--- config.mk ---
export PLATFORM = sky130hd
export DESIGN_NAME = rx_mute_watch
export DESIGN_NICKNAME = d
export VERILOG_FILES = /design/src/rtl/mfd_pkg.sv /design/src/rtl/mfd_frame_tracker.sv /design/src/rtl/mfd_run_counter.sv /design/src/rtl/mfd_flag_unit.sv /design/src/rtl/rx_mute_watch.sv
export SDC_FILE = /design/constraint.sdc
export NUM_CORES = 1
export LEC_CHECK = 0
export ABC_AREA = 1
export BUFFER_PORTS_ARGS = -buffer_cell sky130_fd_sc_hd__buf_4
export CORE_UTILIZATION = 35
export DETAILED_ROUTE_END_ITERATION = 8
export GPL_ROUTABILITY_DRIVEN = 0
export PLACE_DENSITY = 0.67
export SETUP_SLACK_MARGIN = 0.5
export SLEW_MARGIN = 25
export SYNTH_ARGS = -nofsm -noshare
export SYNTH_HDL_FRONTEND = slang
export SYNTH_SLANG_ARGS = --single-unit
--- constraint.sdc ---
create_clock -name clk -period 1.55 [get_ports clk]
set_clock_uncertainty 0.15 [all_clocks]
set_input_delay 0.3875 -clock clk [delete_from_list [all_inputs] [get_ports clk]]
set_output_delay 0.3875 -clock clk [all_outputs]
set_load 0.02 [all_outputs]
--- src/rtl/mfd_pkg.sv ---
package mfd_pkg;
  // Frame close event from the tracker to the run counter
  typedef struct packed {
    logic done;    // one frame has just closed
    logic silent;  // that frame held no nonzero qualified word
  } frame_evt_t;
endpackage

--- src/rtl/mfd_frame_tracker.sv ---
module mfd_frame_tracker
  import mfd_pkg::*;
#(
  parameter int SLOT_W = 16
) (
  input  logic              clk,
  input  logic              rst,
  input  logic              rx_mode,
  input  logic              slot_valid,
  input  logic [SLOT_W-1:0] slot_data,
  input  logic              frame_end,
  output frame_evt_t        evt
);
  logic loud_seen;
  logic slot_loud;

  assign slot_loud = slot_valid && (|slot_data);

  always_ff @(posedge clk) begin
    if (rst || !rx_mode) begin
      loud_seen <= 1'b0;
      evt       <= '0;
    end else begin
      evt.done   <= frame_end;
      evt.silent <= frame_end && !(loud_seen || slot_loud);
      if (frame_end)
        loud_seen <= 1'b0;
      else if (slot_loud)
        loud_seen <= 1'b1;
    end
  end

  // a loud word in the closing cycle marks the frame as not silent
  p_loud_close_r2: assert property (@(posedge clk) disable iff (rst)
    (rx_mode && slot_loud && frame_end) |=> (evt.done && !evt.silent));

  // no frame event leaves the tracker outside receive mode
  p_idle_no_evt_r9: assert property (@(posedge clk) disable iff (rst)
    !rx_mode |=> !evt.done);
endmodule

--- src/rtl/mfd_run_counter.sv ---
module mfd_run_counter
  import mfd_pkg::*;
#(
  parameter int CNT_W = 6
) (
  input  logic             clk,
  input  logic             rst,
  input  logic             rx_mode,
  input  frame_evt_t       evt,
  input  logic [CNT_W-1:0] run_limit,
  output logic             hit
);
  localparam logic [CNT_W-1:0] CNT_MAX = {CNT_W{1'b1}};

  logic [CNT_W-1:0] run_cnt;
  logic [CNT_W:0]   run_next;
  logic             grows;

  assign grows    = evt.done && evt.silent && (run_cnt != CNT_MAX);
  assign run_next = {1'b0, run_cnt} + 1'b1;

  always_ff @(posedge clk) begin
    if (rst || !rx_mode) begin
      run_cnt <= '0;
      hit     <= 1'b0;
    end else begin
      hit <= grows && (run_next == {1'b0, run_limit});
      if (evt.done) begin
        if (!evt.silent)
          run_cnt <= '0;
        else if (grows)
          run_cnt <= run_next[CNT_W-1:0];
      end
    end
  end

  // a loud frame sends the run back to zero
  p_loud_resets_r3: assert property (@(posedge clk) disable iff (rst)
    (rx_mode && evt.done && !evt.silent) |=> (run_cnt == '0));

  // the count holds at its ceiling and does not wrap
  p_no_wrap_r8: assert property (@(posedge clk) disable iff (rst)
    (rx_mode && run_cnt == CNT_MAX && evt.done && evt.silent) |=> (run_cnt == CNT_MAX));

  // a zero limit never produces a detection
  p_zero_limit_r7: assert property (@(posedge clk) disable iff (rst)
    (run_limit == '0) |=> !hit);
endmodule

--- src/rtl/mfd_flag_unit.sv ---
module mfd_flag_unit (
  input  logic clk,
  input  logic rst,
  input  logic hit,
  input  logic flag_clr,
  input  logic irq_en,
  output logic flag,
  output logic irq
);
  logic flag_next;

  // a detection takes priority over a clear in the same cycle
  assign flag_next = hit ? 1'b1 : (flag_clr ? 1'b0 : flag);

  always_ff @(posedge clk) begin
    if (rst) begin
      flag <= 1'b0;
      irq  <= 1'b0;
    end else begin
      flag <= flag_next;
      irq  <= flag_next && irq_en;
    end
  end

  // the flag holds without a clear
  p_flag_sticky_r5: assert property (@(posedge clk) disable iff (rst)
    (flag && !flag_clr) |=> flag);

  // a detection is never lost to a simultaneous clear
  p_set_wins_r5: assert property (@(posedge clk) disable iff (rst)
    hit |=> flag);

  // no interrupt without the enable
  p_irq_gate_r6: assert property (@(posedge clk) disable iff (rst)
    !irq_en |=> !irq);
endmodule

--- src/rtl/rx_mute_watch.sv ---
module rx_mute_watch
  import mfd_pkg::*;
#(
  parameter int SLOT_W = 16,
  parameter int CNT_W  = 6
) (
  input  logic              clk,
  input  logic              rst,
  input  logic              rx_mode,
  input  logic              slot_valid,
  input  logic [SLOT_W-1:0] slot_data,
  input  logic              frame_end,
  input  logic [CNT_W-1:0]  run_limit,
  input  logic              irq_en,
  input  logic              flag_clr,
  output logic              mute_flag,
  output logic              mute_irq
);
  frame_evt_t evt;
  logic       hit;

  mfd_frame_tracker #(.SLOT_W(SLOT_W)) u_track (
    .clk(clk), .rst(rst), .rx_mode(rx_mode), .slot_valid(slot_valid),
    .slot_data(slot_data), .frame_end(frame_end), .evt(evt)
  );

  mfd_run_counter #(.CNT_W(CNT_W)) u_run (
    .clk(clk), .rst(rst), .rx_mode(rx_mode), .evt(evt),
    .run_limit(run_limit), .hit(hit)
  );

  mfd_flag_unit u_flag (
    .clk(clk), .rst(rst), .hit(hit), .flag_clr(flag_clr),
    .irq_en(irq_en), .flag(mute_flag), .irq(mute_irq)
  );

  // outputs are low in the cycle after reset
  p_reset_low_r1: assert property (@(posedge clk)
    rst |=> (!mute_flag && !mute_irq));
endmodule

# Yosys cells after proc, flatten, opt, wreduce, memory -nomap -nowiden
# Cells that the tools add are included.
# classes
add_sub_neg,1
n_eq_ne,3
n_mux,4
n_reduce_logical,13
# op_table
operator,count
$reduce_or 16->1,1
$mux 6,2
$add 6x1->7 const B,1
$eq 7x6->1,1
$logic_and 1x1->1,6
$ne 6x6->1 const B,1
$logic_not 1->1,2
$logic_or 1x1->1,2
$mux 1,2
$ne 2x1->1 const B,1
$reduce_and 2->1,1
$reduce_or 2->1,1
# word_totals
register_bits,12
input_bits,29
output_inout_bits,2
elab_cells,28

# Logic depth before layout (Yosys ltp)
# depth
ltp_word,5
ltp_mapped,9
depth_no_buf,9

# Modules after synthesis
# From an unflattened synthesis, not the netlist that was laid out.
# hier_totals
hier_cells,117
area_unflattened_um2,720.7
# by_module_without_submodules
module,instances,cells_per_inst,area_per_inst_um2,seq_area_each_um2
mfd_run_counter,1,81,491.7,140.1
mfd_frame_tracker,1,27,158.9,60.1
mfd_flag_unit,1,9,70.1,40.0

# Worst setup path after synthesis
# No wires, ideal clock.
# synth_timing
path_type,register to register
start,register u_run.run_cnt[0]
end,register u_run.run_cnt[5]
setup_time_ps,67
arrival_ps,1116
path_slack_ps,217
path_stages_with_launch,8
n_path_buf,0
period_less_slack_ps,1333
path_cell_list,dfxtp_1 > ha_1 > nand3_2 > nor2_2 > nand2_2 > nand2_4 > nand2_1 > a21oi_2
# synth_via
elab_chain_len,4
# synth_rtl
element,line,source
"start, declared",mfd_run_counter.sv:15,logic [CNT_W-1:0] run_cnt;
"start signal, assigned",mfd_run_counter.sv:32,run_cnt <= run_next[CNT_W-1:0];
"parallel branches: the longest is 4 deep, another holds $add 6x1->7",n/a,
# Several ways; the timed one is not identified. The select of a mux whose other input is x is not followed.
# A chain may end at the register's enable or synchronous reset.

# Worst setup path in the final report
# layout_timing
start,register u_run.run_cnt[1]
end,register u_run.run_cnt[1]
# Same word-level chain as after synthesis.

==> run metrics <==
WL/cell=9.36 µm; Lkg Pwr=around 0.5 nW; layout cell share with drive strength beyond 1=0.397; worst path bufs/invs=0; Synth Net Count=149; HPWL Detailed=1280 µm; GR Util All Layers=0.170; vias in the first global route=679; PwrDens=approximately 580 mW/mm²; critical path endpoint category=register; Rows=16; max_cap viols=0; final hold vios=0; most frequent cells in the layout=nand2_1 (32), buf_4 (31), nor2_1 (19); Max clock buf depth=2; post-synth cell types=16; via-per-instance ratio=approximately 4.6; Synth Instances=roughly 120; Tcrit/Tclk final=0.865; TNS Setup=0 ns; initial antenna violation count=0; YS warnings=0; CTS sink cnt=12; IO buf count=30; die area=about 0.0022 mm²; largest area contributor in the netlist=dfxtp_1; IR drop worst, VDD=440 µV; fmax=about 750 MHz; num ports=31; Slowest Stage Delay on Critical Path=around 0.37 ns; Seq/Total Area, Yosys=0.334; fin area=roughly 0.0011 mm²; CTS Buf Count=3; WL final=roughly 1700 µm; clk root buf=clkbuf_4; most common cell after layout, fill and taps aside=nand2_1; Via Count=834; fin crit period=around 1.3 ns; DP Area=approximately 0.0010 mm²; slowest stage cell, crit path=dfxtp_4; hold slack=0.128 ns; pin count of the biggest net entering global routing=9; CP required=1.60 ns; CTS tree=yes; Final setup violation count=0; DRT antenna net count=0; Yosys reg bits=12; CP arrival=about 1.4 ns; Hold Path Class=primary input to register; RSZ-0062 raised after global routing=true; post-synthesis cell area=719 µm²; chip width=~47 µm; initial core utilization=0.370; grt ovf=0; status=completed; Slew HR=0.854; syn avg cell area=~6.0 µm²; WS Path Type=register to register; worst slew pin tran=between 0.2 and 0.25 ns; Final Max Tran Viols=0; number of diodes=0; Post-route DRC=0; Pre-antenna DRT Iters=4; area added between synthesis and finish=54.8%; Nets=roughly 190; cell family with most CP delay=simple AND/OR/NAND/NOR gates; # H-tree levels=1; startpoint types=register; clk slew on worst S/H paths=0.08 ns; Die Ht=47.3 µm; clk_lat worst skew=approximately 0.27 ns; Synth area leaders=dfxtp_1 (33%), nand2_1 (19%), nor2_1 (10%); core area=between 0.0015 and 0.002 mm²; first-pass GRT wire length=about 2700 µm; Cell Chain, Critical Path=ha_4, nand3_4, nor2_4, nand2_2, nand2_4, nand2_1, a21oi_2; drt initial violations=11; maximum fanout along the worst path=6; top-area cell type share of the netlist area=0.334
==> kinds of logic (layout without fill, tap and decap cells) <==
family          Yosys count  in the layout  synth area share
compound gates            9              9            0.0765
fa+ha+maj                 1              1            0.0174
buf+inv                  18             55            0.0939
flops                    12             12             0.334
simple gates             79             79             0.478
==> metal layers <==
metal	global-route usage	wire length (µm)	up-vias
met5	0	0	-
met2	0.296	867	25
li1	-	-	443
met3	0.0269	79	2
met1	0.206	751	364
met4	0.0686	15	0
==> sequential cells by signal (all words and copies together) (netlist names) <==
signal	flops
u_run.run_cnt	6
u_run.hit	1
u_track.loud_seen	1
u_flag.irq	1
u_flag.flag	1
u_track.evt	2
==> per-stage QoR <==
| stage | instances | setup WS, ns | utilization | total power, W |
|---|---|---|---|---|
| after floorplan | 119 | 0.317 | - | 0.000344 |
| after global placement | 176 | 0.134 | 0.517 | 0.000403 |
| after detailed placement | 176 | 0.139 | 0.517 | 0.000405 |
| after CTS | 183 | 0.206 | 0.562 | 0.000656 |
| after global routing | 183 | 0.122 | 0.573 | 0.000682 |
| final | 183 | 0.209 | 0.573 | 0.000648 |
==> synth_stat cells <==
| cell type | n |
|---|---|
| nor2_2 | 3 |
| nor3b_1 | 1 |
| ha_1 | 1 |
| nand2_4 | 1 |
| o21ai_0 | 1 |
| inv_1 | 18 |
| a21oi_2 | 1 |
| dfxtp_1 | 12 |
| nor2_1 | 20 |
| a21oi_1 | 6 |
| nand3_1 | 14 |
| nand2_1 | 37 |
| o21bai_2 | 1 |
| nand2_2 | 1 |
| and3_1 | 1 |
| nand3_2 | 1 |
==> report_power, final <==
part | internal [W] | switching [W] | leakage, nW
Sequential | 0.000307 | 0.00000163 | 0.101
Clock | 0.000143 | 0.000108 | 0.0210
Combinational | 0.0000563 | 0.0000320 | 0.391
Total | 0.000506 | 0.000142 | 0.512
==> cell type report <==
cell class,count,area (µm²)
sequential,12,253
fill,188,828
clock buffer,4,36.3
tap,27,33.8
multi-input combinational,89,468
inverter,18,67.6
timing repair buffer,33,255
==> worst reg2reg max path, cell delays in order (launching register included) <==
cell and delay, ns:
dfxtp_4 0.37, ha_4 0.15, nand3_4 0.09, nor2_4 0.13, nand2_2 0.08, nand2_4 0.10, nand2_1 0.08, a21oi_2 0.12
==> path summary, 6_finish.rpt <==
path / endpoint / slack (ns) / from / cells past startpoint
worst max-delay path: u_run.run_cnt[1] / 0.21 / u_run.run_cnt[1] / 7
worst min-delay path: u_flag.flag / 0.13 / rst / 2
worst max register to register: u_run.run_cnt[1] / 0.21 / u_run.run_cnt[1] / 7
worst min register to register: u_track.loud_seen / 0.30 / u_track.loud_seen / 2
==> what timing repair did <==
action                     4_1_cts  5_1_grt
pin swaps                        6        3
setup buffers                    3        0
gates cloned                     0        0
resized for setup                9        8
setup endpoints to repair        9        9
hold buffers                     0        0
(Power assumes the default switching activity.)
